**src/rtl/ffsk_pkg.sv**
```systemverilog
// Shared types for the fast FSK modulator.
// Assumes: the two select inputs are combined into one rate code.
package ffsk_pkg;

    // Operating point, encoded as {fast master clock, high rate}.
    typedef enum logic [1:0] {
        RATE_SLOW_LO = 2'b00,
        RATE_SLOW_HI = 2'b01,
        RATE_FAST_LO = 2'b10,
        RATE_FAST_HI = 2'b11
    } rate_e;

    // Settings captured at a bit start.
    typedef struct packed {
        rate_e rate;
        logic  cos_mode;
    } bit_cfg_t;

    // Builds the rate code from the two select pins.
    function automatic rate_e rate_of(input logic fast, input logic high);
        return rate_e'({fast, high});
    endfunction

    // True when the rate code selects a double-length bit.
    function automatic logic is_long(input rate_e r);
        return (r == RATE_SLOW_LO) || (r == RATE_FAST_LO);
    endfunction

endpackage

```
**src/rtl/ffsk_bit_timer.sv**
```systemverilog
// Step and bit timing.
// Divides mclk_en ticks by TICK_DIV to make sample steps, then counts steps
// into bits of 2^STEP_LOG2 steps (2^(STEP_LOG2+1) when long_bit is set).
// Assumes: long_bit is the current bit's length flag and changes only at a
// boundary. The first step after reset is always a boundary.
module ffsk_bit_timer #(
    parameter int TICK_DIV  = 3,
    parameter int STEP_LOG2 = 10
) (
    input  logic clk,
    input  logic rst_n,
    input  logic mclk_en,
    input  logic long_bit,
    output logic step,
    output logic boundary,
    output logic bit_clk
);
    localparam int TW = (TICK_DIV > 1) ? $clog2(TICK_DIV) : 1;
    localparam int CW = STEP_LOG2 + 1;
    localparam logic [TW-1:0] TICK_LAST  = TW'(TICK_DIV - 1);
    localparam logic [CW-1:0] SHORT_LAST = CW'((1 << STEP_LOG2) - 1);
    localparam logic [CW-1:0] LONG_LAST  = CW'((2 << STEP_LOG2) - 1);
    localparam logic [CW-1:0] SHORT_HALF = CW'(1 << (STEP_LOG2 - 1));
    localparam logic [CW-1:0] LONG_HALF  = CW'(1 << STEP_LOG2);

    logic [TW-1:0] tick_cnt;
    logic [CW-1:0] step_cnt;
    logic [CW-1:0] step_cnt_inc;
    logic          first_q;
    logic [CW-1:0] last_idx;
    logic [CW-1:0] half_len;

    // Selects the last index and the half-length of the current bit.
    always_comb begin
        last_idx     = long_bit ? LONG_LAST : SHORT_LAST;
        half_len     = long_bit ? LONG_HALF : SHORT_HALF;
        step_cnt_inc = step_cnt + CW'(1);
    end

    assign step     = mclk_en && (tick_cnt == TICK_LAST);
    assign boundary = step && (first_q || (step_cnt == last_idx));

    // Counts master ticks within one step.
    always_ff @(posedge clk) begin
        if (!rst_n) begin
            tick_cnt <= '0;
        end else if (mclk_en) begin
            tick_cnt <= (tick_cnt == TICK_LAST) ? '0 : tick_cnt + TW'(1);
        end
    end

    // Counts steps within one bit; the boundary step is index 0.
    always_ff @(posedge clk) begin
        if (!rst_n) begin
            step_cnt <= '0;
            first_q  <= 1'b1;
        end else if (step) begin
            step_cnt <= boundary ? '0 : step_cnt_inc;
            first_q  <= 1'b0;
        end
    end

    // Drives the bit clock high for the first half of each bit.
    always_ff @(posedge clk) begin
        if (!rst_n) begin
            bit_clk <= 1'b0;
        end else if (step) begin
            bit_clk <= boundary ? 1'b1 : (step_cnt_inc < half_len);
        end
    end

endmodule

```
**src/rtl/ffsk_bit_select.sv**
```systemverilog
// Bit capture and tone selection.
// At each boundary this captures the transmit or preamble bit and the mode
// selects, then registers the phase increment the coming bit will use.
// It also flags when the phase must reload (first bit, or a phase-mode change).
// Assumes: boundary is a one-cycle strobe that coincides with a step.
module ffsk_bit_select
    import ffsk_pkg::*;
#(
    parameter int PHASE_W   = 24,
    parameter int STEP_LOG2 = 10
) (
    input  logic               clk,
    input  logic               rst_n,
    input  logic               boundary,
    input  logic               tx_bit,
    input  logic               preamble_en,
    input  logic               fast_sel,
    input  logic               high_sel,
    input  logic               cos_sel,
    output logic               long_bit,
    output logic [PHASE_W-1:0] inc_q,
    output logic               reload,
    output logic [PHASE_W-1:0] start_phase
);
    // Half a carrier cycle spread over a short bit, and its multiples.
    localparam logic [PHASE_W-1:0] INC_H   = PHASE_W'(1) << (PHASE_W - 1 - STEP_LOG2);
    localparam logic [PHASE_W-1:0] INC_2H  = INC_H << 1;
    localparam logic [PHASE_W-1:0] INC_3H  = INC_H + INC_2H;
    localparam logic [PHASE_W-1:0] INC_15H = PHASE_W'(3) << (PHASE_W - 2 - STEP_LOG2);
    localparam logic [PHASE_W-1:0] QUARTER = PHASE_W'(1) << (PHASE_W - 2);

    bit_cfg_t           cfg_q;
    logic               pre_tog_q;
    logic               primed_q;
    logic               bit_now;
    rate_e              rate_now;
    logic [PHASE_W-1:0] inc_next;

    // Picks the bit to send and the increment for its tone.
    always_comb begin
        bit_now  = preamble_en ? pre_tog_q : tx_bit;
        rate_now = rate_of(fast_sel, high_sel);
        unique case (rate_now)
            RATE_FAST_HI: inc_next = bit_now ? INC_H  : INC_2H;
            RATE_FAST_LO: inc_next = bit_now ? INC_H  : INC_15H;
            RATE_SLOW_HI: inc_next = bit_now ? INC_2H : INC_3H;
            default:      inc_next = bit_now ? INC_H  : INC_15H;
        endcase
    end

    assign reload      = boundary && (!primed_q || (cos_sel != cfg_q.cos_mode));
    assign start_phase = cos_sel ? QUARTER : '0;
    assign long_bit    = is_long(cfg_q.rate);

    // Captures the settings and increment of the coming bit.
    always_ff @(posedge clk) begin
        if (!rst_n) begin
            cfg_q     <= '{rate: RATE_SLOW_LO, cos_mode: 1'b0};
            pre_tog_q <= 1'b0;
            primed_q  <= 1'b0;
            inc_q     <= '0;
        end else if (boundary) begin
            cfg_q     <= '{rate: rate_now, cos_mode: cos_sel};
            pre_tog_q <= preamble_en & ~pre_tog_q;
            primed_q  <= 1'b1;
            inc_q     <= inc_next;
        end
    end

endmodule

```
**src/rtl/ffsk_nco.sv**
```systemverilog
// Phase accumulator.
// Advances by the current increment on every step, or loads a start phase
// when a reload is requested.
// Assumes: reload is only raised together with step.
module ffsk_nco #(
    parameter int PHASE_W = 24
) (
    input  logic               clk,
    input  logic               rst_n,
    input  logic               step,
    input  logic               reload,
    input  logic [PHASE_W-1:0] start_phase,
    input  logic [PHASE_W-1:0] inc,
    output logic [PHASE_W-1:0] phase_q
);
    // Holds the wrapping carrier phase.
    always_ff @(posedge clk) begin
        if (!rst_n) begin
            phase_q <= '0;
        end else if (step) begin
            phase_q <= reload ? start_phase : phase_q + inc;
        end
    end

endmodule

```
**src/rtl/ffsk_sine_lut.sv**
```systemverilog
// Quarter-wave sine lookup.
// Maps the top bits of the phase to a signed sample. The table holds
// 2^LUT_LOG2 + 1 magnitudes from 0 to 90 degrees inclusive, computed at
// elaboration, so no quadrant needs an offset.
// Assumes: PHASE_W >= LUT_LOG2 + 2.
module ffsk_sine_lut #(
    parameter int PHASE_W  = 24,
    parameter int SAMPLE_W = 8,
    parameter int LUT_LOG2 = 6
) (
    input  logic [PHASE_W-1:0]         phase,
    output logic signed [SAMPLE_W-1:0] sample
);
    localparam int QN  = 1 << LUT_LOG2;
    localparam int MW  = SAMPLE_W - 1;
    localparam int AMP = (1 << (SAMPLE_W - 1)) - 1;
    localparam int IW  = LUT_LOG2 + 1;

    // Rounded magnitude of sin at i/QN of a quarter cycle (series expansion).
    function automatic int quarter_sine(input int i);
        real x;
        real term;
        real acc;
        x    = 3.14159265358979 * real'(i) / (2.0 * real'(QN));
        term = x;
        acc  = x;
        for (int k = 1; k <= 7; k++) begin
            term = -term * x * x / real'((2 * k) * (2 * k + 1));
            acc  = acc + term;
        end
        return $rtoi(acc * real'(AMP) + 0.5);
    endfunction

    logic [MW-1:0] mag_tab [QN+1];

    for (genvar g = 0; g <= QN; g++) begin : g_tab
        assign mag_tab[g] = MW'(quarter_sine(g));
    end

    logic [1:0]          quad;
    logic [LUT_LOG2-1:0] idx;
    logic [IW-1:0]       sel_idx;
    logic [MW-1:0]       mag;

    // Folds the phase into one quadrant and restores the sign.
    always_comb begin
        quad    = phase[PHASE_W-1 -: 2];
        idx     = phase[PHASE_W-3 -: LUT_LOG2];
        sel_idx = quad[0] ? (IW'(QN) - {1'b0, idx}) : {1'b0, idx};
        mag     = mag_tab[sel_idx];
        sample  = quad[1] ? -$signed({1'b0, mag}) : $signed({1'b0, mag});
    end

endmodule

```
**src/rtl/ffsk_modulator.sv**
```systemverilog
// Continuous-phase fast FSK modulator, top level.
// Puts the timer, the bit selector, the NCO and the sine lookup together.
// The sample and the bit clock change on the same edge, and sample_stb
// marks each new value.
// Assumes: mclk_en ticks at the master clock rate picked by fast_clk_sel.
module ffsk_modulator #(
    parameter int PHASE_W   = 24,
    parameter int SAMPLE_W  = 8,
    parameter int LUT_LOG2  = 6,
    parameter int TICK_DIV  = 3,
    parameter int STEP_LOG2 = 10
) (
    input  logic                       clk,
    input  logic                       rst_n,
    input  logic                       mclk_en,
    input  logic                       fast_clk_sel,
    input  logic                       high_rate_sel,
    input  logic                       cos_mode,
    input  logic                       preamble_en,
    input  logic                       tx_bit,
    output logic                       bit_clk,
    output logic                       sample_stb,
    output logic signed [SAMPLE_W-1:0] sample_out
);
    logic               step;
    logic               boundary;
    logic               long_bit;
    logic               reload;
    logic [PHASE_W-1:0] inc_q;
    logic [PHASE_W-1:0] start_phase;
    logic [PHASE_W-1:0] phase_q;
    logic               stb_q;

    ffsk_bit_timer #(.TICK_DIV(TICK_DIV), .STEP_LOG2(STEP_LOG2)) u_timer (
        .clk      (clk),
        .rst_n    (rst_n),
        .mclk_en  (mclk_en),
        .long_bit (long_bit),
        .step     (step),
        .boundary (boundary),
        .bit_clk  (bit_clk)
    );

    ffsk_bit_select #(.PHASE_W(PHASE_W), .STEP_LOG2(STEP_LOG2)) u_select (
        .clk         (clk),
        .rst_n       (rst_n),
        .boundary    (boundary),
        .tx_bit      (tx_bit),
        .preamble_en (preamble_en),
        .fast_sel    (fast_clk_sel),
        .high_sel    (high_rate_sel),
        .cos_sel     (cos_mode),
        .long_bit    (long_bit),
        .inc_q       (inc_q),
        .reload      (reload),
        .start_phase (start_phase)
    );

    ffsk_nco #(.PHASE_W(PHASE_W)) u_nco (
        .clk         (clk),
        .rst_n       (rst_n),
        .step        (step),
        .reload      (reload),
        .start_phase (start_phase),
        .inc         (inc_q),
        .phase_q     (phase_q)
    );

    ffsk_sine_lut #(.PHASE_W(PHASE_W), .SAMPLE_W(SAMPLE_W), .LUT_LOG2(LUT_LOG2)) u_lut (
        .phase  (phase_q),
        .sample (sample_out)
    );

    // Flags the cycle in which a fresh sample is present.
    always_ff @(posedge clk) begin
        if (!rst_n) begin
            stb_q <= 1'b0;
        end else begin
            stb_q <= step;
        end
    end

    assign sample_stb = stb_q;

endmodule

```
**config.mk**
```make
export PLATFORM = sky130hd
export DESIGN_NAME = ffsk_modulator
export DESIGN_NICKNAME = d
export VERILOG_FILES = /design/src/rtl/ffsk_pkg.sv /design/src/rtl/ffsk_bit_timer.sv /design/src/rtl/ffsk_bit_select.sv /design/src/rtl/ffsk_nco.sv /design/src/rtl/ffsk_sine_lut.sv /design/src/rtl/ffsk_modulator.sv
export SDC_FILE = /design/constraint.sdc
export NUM_CORES = 1
export LEC_CHECK = 0
export BUFFER_PORTS_ARGS = -buffer_cell sky130_fd_sc_hd__buf_2
export CAP_MARGIN = 40
export CORE_ASPECT_RATIO = 2
export CORE_MARGIN = 3
export CORE_UTILIZATION = 40
export DETAILED_ROUTE_END_ITERATION = 6
export HOLD_SLACK_MARGIN = 0.02
export PLACE_DENSITY = 0.58
export REMOVE_ABC_BUFFERS = 1
export SLEW_MARGIN = 25
export SYNTH_ARGS = -nofsm -noshare
export SYNTH_HDL_FRONTEND = slang
export SYNTH_SLANG_ARGS = --single-unit
```
**constraint.sdc**
```tcl
create_clock -name clk -period 5.9 [get_ports clk]
set_clock_uncertainty 0.1 [all_clocks]
set_input_delay 1.77 -clock clk [delete_from_list [all_inputs] [get_ports clk]]
set_output_delay 1.77 -clock clk [all_outputs]
set_load 0.03 [all_outputs]
```
# [After elaboration in Yosys (flattened, before gate mapping)]
# Memories as Yosys holds them, arrays and structs flattened.
# Cells that the tools add are included.
[totals] reg_bits=69 rom_bits=896 input_bits=8 out_inout_bits=10 word_cells=52 mem_count=1
[memory_table] name="(no name shown)" depth=128 width=7 read_ports=1 rd_ports_with_merged_regs=0 write_ports=0 line="ffsk_sine_lut.sv:50" rtl="mag = mag_tab[sel_idx];"
[op_classes] add_sub_neg=5 order_cmp=2 eq_ne=6 n_mux=16 bitwise=3 n_reduce_logical=8
[ops] op="$pmux W24 S2" n=1
[ops] op="$mux W11" n=3
[ops] op="$add A24 B24 Y24" n=1
[ops] op="$mux W24" n=1
[ops] op="$mux W23" n=1
[ops] op="$mux W7" n=3
[ops] op="$mux W15" n=1
[ops] op="$mux W14" n=1
[ops] op="$mux W13" n=1
[ops] op="$add A11 B1 Y11 const B" n=1
[ops] op="$eq A11 B11 Y1" n=1
[ops] op="$lt A11 B11 Y1" n=1
[ops] op="$ge A8 B8 Y1 const B" n=1
[ops] op="$mux W8" n=1
[ops] op="$neg A7 Y8" n=1
[ops] op="$not A7 Y8" n=1
[ops] op="$sub A7 B6 Y7 const A" n=1
[ops] op="$eq A2 B2 Y1 const B" n=3
[ops] op="$logic_and A1 B1 Y1" n=3
[ops] op="$logic_or A1 B1 Y1" n=3
[ops] op="$add A2 B1 Y2 const B" n=1
[ops] op="$eq A2 B1 Y1 const B" n=1
[ops] op="$logic_not A2 Y1" n=1
[ops] op="$mux W1" n=2
[ops] op="5 further kinds" n=5

# [Longest topological paths before layout]
[depth] depth_word=8 mapped_depth=18 mapped_depth_nobuf=16

# [Modules after synthesis]
# A second synthesis with hierarchy kept.
[unflattened] cells_unflattened=629 area_unflattened_um2=5028.6
[modules_own_cells] mod="ffsk_nco" n_inst=1 cells_each=278 area_each_um2=2224.6 seq_area_each_um2=480.5
[modules_own_cells] mod="ffsk_sine_lut" n_inst=1 cells_each=181 area_each_um2=1278.7 seq_area_each_um2=0.0
[modules_own_cells] mod="ffsk_bit_timer" n_inst=1 cells_each=92 area_each_um2=852.1 seq_area_each_um2=300.3
[modules_own_cells] mod="ffsk_bit_select" n_inst=1 cells_each=76 area_each_um2=646.9 seq_area_each_um2=140.1
[modules_own_cells] mod="ffsk_modulator" n_inst=1 cells_each=2 area_each_um2=26.3 seq_area_each_um2=20.0

# [Worst setup path before layout]
# OpenSTA, ideal clock, no wires.
[synth_timing] kind="register to output" start="register u_nco.phase_q[16]" end="output sample_out[4]" t_arrival_ps=3617 required_ps=4030 path_slack_ps=413 stages_incl_launch_ff=19 n_path_buf=2 path_cell_list="dfxtp_1 buf_6 inv_1 ha_1 nand2_1 o21ai_2 ha_1 clkbuf_1 nor2b_1 a2111oi_0 nor4_1 o21ai_0 o2111ai_1 and2_1 inv_1 ha_1 nand3_1 o21a_1 xor2_1"
[synth_via] elab_chain_len=8
[synth_lines] element="start: declaration" line="ffsk_nco.sv:14" rtl="output logic [PHASE_W-1:0] phase_q"
[synth_lines] element="start signal: assignment" line="ffsk_nco.sv:21" rtl="phase_q <= reload ? start_phase : phase_q + inc;"
[synth_lines] element="$sub A7 B6 Y7" line="ffsk_sine_lut.sv:49" rtl="sel_idx = quad[0] ? (IW'(QN) - {1'b0, idx}) : {1'b0, idx};"
[synth_lines] element="$mux W7 (*)" line="ffsk_sine_lut.sv:49"
[synth_lines] element="$not A7 Y8 (implied by the code) (*)" line="ffsk_sine_lut.sv:50"
[synth_lines] element="$mem_v2 Z128 W7 (*)"
[synth_lines] element="$mux W7 (implied by the code) (*) (2 in series)" line="ffsk_sine_lut.sv:50"
[synth_lines] element="$neg A7 Y8" line="ffsk_sine_lut.sv:51" rtl="sample = quad[1] ? -$signed({1'b0, mag}) : $signed({1'b0, mag});"
[synth_lines] element="$mux W8 (*)" line="ffsk_sine_lut.sv:51"
[synth_lines] element="end: declaration" line="ffsk_modulator.sv:23" rtl="output logic signed [SAMPLE_W-1:0] sample_out"
# Mark *: on every way between the ends. The rest lies on a longest branch, timed or not. The select of a mux whose other input is x is not followed.

# [Final worst setup path]
[layout_timing] start="register u_nco.phase_q[16]" end="output sample_out[7]"
[layout_via] elab_chain_len=8
[layout_lines] element="$sub A7 B6 Y7" line="ffsk_sine_lut.sv:49"
[layout_lines] element="$mux W7 (*)" line="ffsk_sine_lut.sv:49"
[layout_lines] element="$not A7 Y8 (implied by the code) (*)" line="ffsk_sine_lut.sv:50"
[layout_lines] element="$mem_v2 Z128 W7 (*)"
[layout_lines] element="$mux W7 (implied by the code) (*) (2 in series)" line="ffsk_sine_lut.sv:50"
[layout_lines] element="$neg A7 Y8 (*)" line="ffsk_sine_lut.sv:51"
[layout_lines] element="$mux W8 (*)" line="ffsk_sine_lut.sv:51"
# Marks and branches as above.

==> impl_metrics.json <==
{
  "outcome": "complete, no violations",
  "via_per_inst": 5.62,
  "r2r.worst_path.cells": 8,
  "area_growth_pct": 11.8,
  "syn_area_per_cell_sq_um": 7.92,
  "cp.arrival_ps": 3710,
  "fmax_mhz": 179,
  "via_count": 2576,
  "r2r-end": "u_nco.phase_q[17]",
  "wl_per_cell_um": 14.8,
  "end_kind": "output pin",
  "worst_slew_pin_slew_ps": 730,
  "post_cts_resized": 0,
  "synthTopCellsByArea": "dfxtp_1 (25%), ha_1 (6.6%), xnor2_1 (6.5%)",
  "cp_slowest_stage_delay_ps": 450,
  "nFillCells": 719,
  "synth_warnings": 0,
  "hp-class": "flop to flop",
  "hold_violations": 0,
  "crit_path_start_kind": "flop",
  "rrSetupSlack_ps": 3370,
  "wirelength_um": 6790,
  "die_area_sq_um": 8200,
  "synth_top_cell_by_area": "dfxtp_1",
  "synth-edff-count": 0,
  "synth.distinct_cells": 68,
  "yosysSeqAreaShare": 0.247,
  "synthArstFlopShare": 0,
  "slew_viol_final": 0,
  "fin_crit_sh": 0.946,
  "path_cells": "inv_1, ha_1, nand2_1, o21ai_2, ha_1, a21o_1, nand2_1, a21oi_1, a211oi_1, a211oi_1, or3_1, or3_1, o41a_1, buf_2",
  "gp_congestion": 0.876,
  "io_pins": 18,
  "post-route-util": 0.471,
  "netlist_instances": 358,
  "fp.dieH_um": 125,
  "yosysMostFrequentCell": "nand2_1",
  "hp-start": "u_timer.first_q",
  "hpwlAfterDp_um": 5290,
  "synth_top_area_share": 0.247,
  "worstReg2RegStart": "u_timer.step_cnt[3]",
  "num_rows": 42,
  "diodes": 0,
  "fin_nets": 393,
  "p_per_area_nw_per_um2": 181,
  "finalSetupViolCount": 0,
  "power_leakage_nw": 1.23,
  "required_ps": 4030,
  "holdPathStages": 2,
  "ir_drop_mv": 0.218,
  "clock-sinks": 35,
  "overflow": 0,
  "first_global_vias": 2544,
  "cts_tree": "done",
  "ys_ff_latch": 35,
  "holdPathEnd": "u_timer.first_q",
  "clock_latency_ps": 280,
  "htreeDepth": 2,
  "setup-tns-final_ps": 0,
  "holdBufCountCts": 0,
  "clkTransAtPathRegs_ps": 50,
  "root_buffer": "clkbuf_16",
  "grt_usage": 0.175,
  "synthTopCellsByCount": "nand2_1 (42), dfxtp_1 (35), nor2_1 (33)",
  "critPathMaxFanout": 10,
  "core_area_sq_um": 6730,
  "drv_cap": 0,
  "cts_buffers": 5,
  "cts_buffer_depth": 2,
  "cts_setup_buffers": 0,
  "critPathKind": "flop to output pin",
  "antenna_found_initial": 0,
  "relSlewSlack": 0.511,
  "drt-initial-drc-count": 129,
  "grt_pass1_wl_um": 11500,
  "postRouteAntennaNets": 0,
  "grt_start_max_net_pins": 21,
  "cp_slowest_cell": "or3_1",
  "drc": 0,
  "start_util": 0.422,
  "synth_area_sq_um": 2840,
  "synth_ff_type": "dfxtp_1",
  "dr.pass1.iters": 4,
  "drive_gt1_frac": 0.143,
  "io_buffers": 17,
  "die_x_um": 65.5,
  "min_period_ps": 5580,
  "rsz0062_at_grt": "no",
  "crit_path_start": "u_nco.phase_q[16]"
}
-- worst max-delay path by stage --
| stage | endpoint | slack [ps] |
|---|---|---|
| floorplan | sample_out[6] | 90 |
| global placement | sample_out[6] | 650 |
| detailed placement | sample_out[6] | 580 |
| CTS | sample_out[6] | 260 |
| global route | sample_out[6] | 100 |
| finish | sample_out[7] | 320 |
-- logic make-up after synthesis --
family,after synthesis,share of synthesized area
AND/OR/NAND/NOR,151,0.277
AO/OA/AOI/OAI,83,0.211
flip-flops,35,0.247
XOR/XNOR,33,0.105
buffers and inverters,33,0.0569
adder cells (fa/ha/maj),16,0.0733
multiplexers,7,0.0300
-- sequential cells by signal, summed over array words and instances (netlist names) --
register	count
u_timer.first_q	1
u_select.inc_q	3
u_nco.phase_q	12
u_timer.bit_clk	1
u_select.pre_tog_q	1
u_select.primed_q	1
u_timer.tick_cnt	2
u_timer.step_cnt	11
u_select.cfg_q	2
sample_stb	1
-- placed cells by master, fill, tap and decap left out, types with 5 or more instances in the layout --
| master | netlist | final |
|---|---|---|
| xnor2_1 | 21 | 21 |
| inv_1 | 8 | 8 |
| buf_2 | 7 | 17 |
| nor3_1 | 10 | 10 |
| dfxtp_1 | 35 | 35 |
| nor2b_1 | 6 | 6 |
| nand2_1 | 42 | 42 |
| ha_1 | 15 | 15 |
| o21ai_0 | 10 | 10 |
| nand3_1 | 15 | 15 |
| nor2_1 | 33 | 33 |
| a21oi_1 | 24 | 24 |
| buf_4 | 0 | 11 |
| nand4_1 | 5 | 5 |
| a21boi_0 | 6 | 6 |
| and2_1 | 6 | 6 |
| clkbuf_16 | 0 | 5 |
| xor2_1 | 11 | 11 |
-- where the power goes --
group          switching [mW]  leakage, nW  internal [mW]
clock                  0.0948       0.0868          0.210
combinational          0.0183        0.864         0.0112
sequential            0.00222        0.282          0.239
total                   0.115         1.23          0.460
-- cell type report --
class	count	area, sq um	area share
tap	88	110	0.0347
sequential	35	701	0.221
clock inverter	2	35.0	0.0110
multi-input combinational	290	1980	0.625
timing repair buffer	29	175	0.0552
clock buffer	6	139	0.0438
inverter	8	30.0	0.00947
-- through the flow --
| step | std cells | setup WS (ps) | power, mW | hold slack [ps] | instance area (sq um) |
|---|---|---|---|---|---|
| 2_1_floorplan | 333 | 91.1 | 0.265 | 317 | 2700 |
| 3_3_place_gp | 449 | 654 | 0.276 | 330 | 2980 |
| 3_5_place_dp | 449 | 584 | 0.276 | 332 | 2980 |
| 4_1_cts | 457 | 264 | 0.584 | 340 | 3160 |
| 5_1_grt | 458 | 101 | 0.596 | 391 | 3170 |
| 6_report | 458 | 317 | 0.575 | 338 | 3170 |
-- critical path, delay by kind of cell (launching register included) --
family | cells | cell delay (ps)
compound gates | 6 | 1200
fa+ha+maj | 2 | 690
buf+inv | 2 | 260
flops | 1 | 320
simple gates | 4 | 960
-- routing by layer --
layer | GRT usage | vias to the layer above | routed length [um]
li1 | - | 1287 | -
met1 | 0.164 | 1217 | 2400
met2 | 0.340 | 48 | 3850
met3 | 0.0197 | 24 | 173
met4 | 0.108 | 0 | 371
met5 | 0 | - | 0
(Power assumes the default switching activity.)
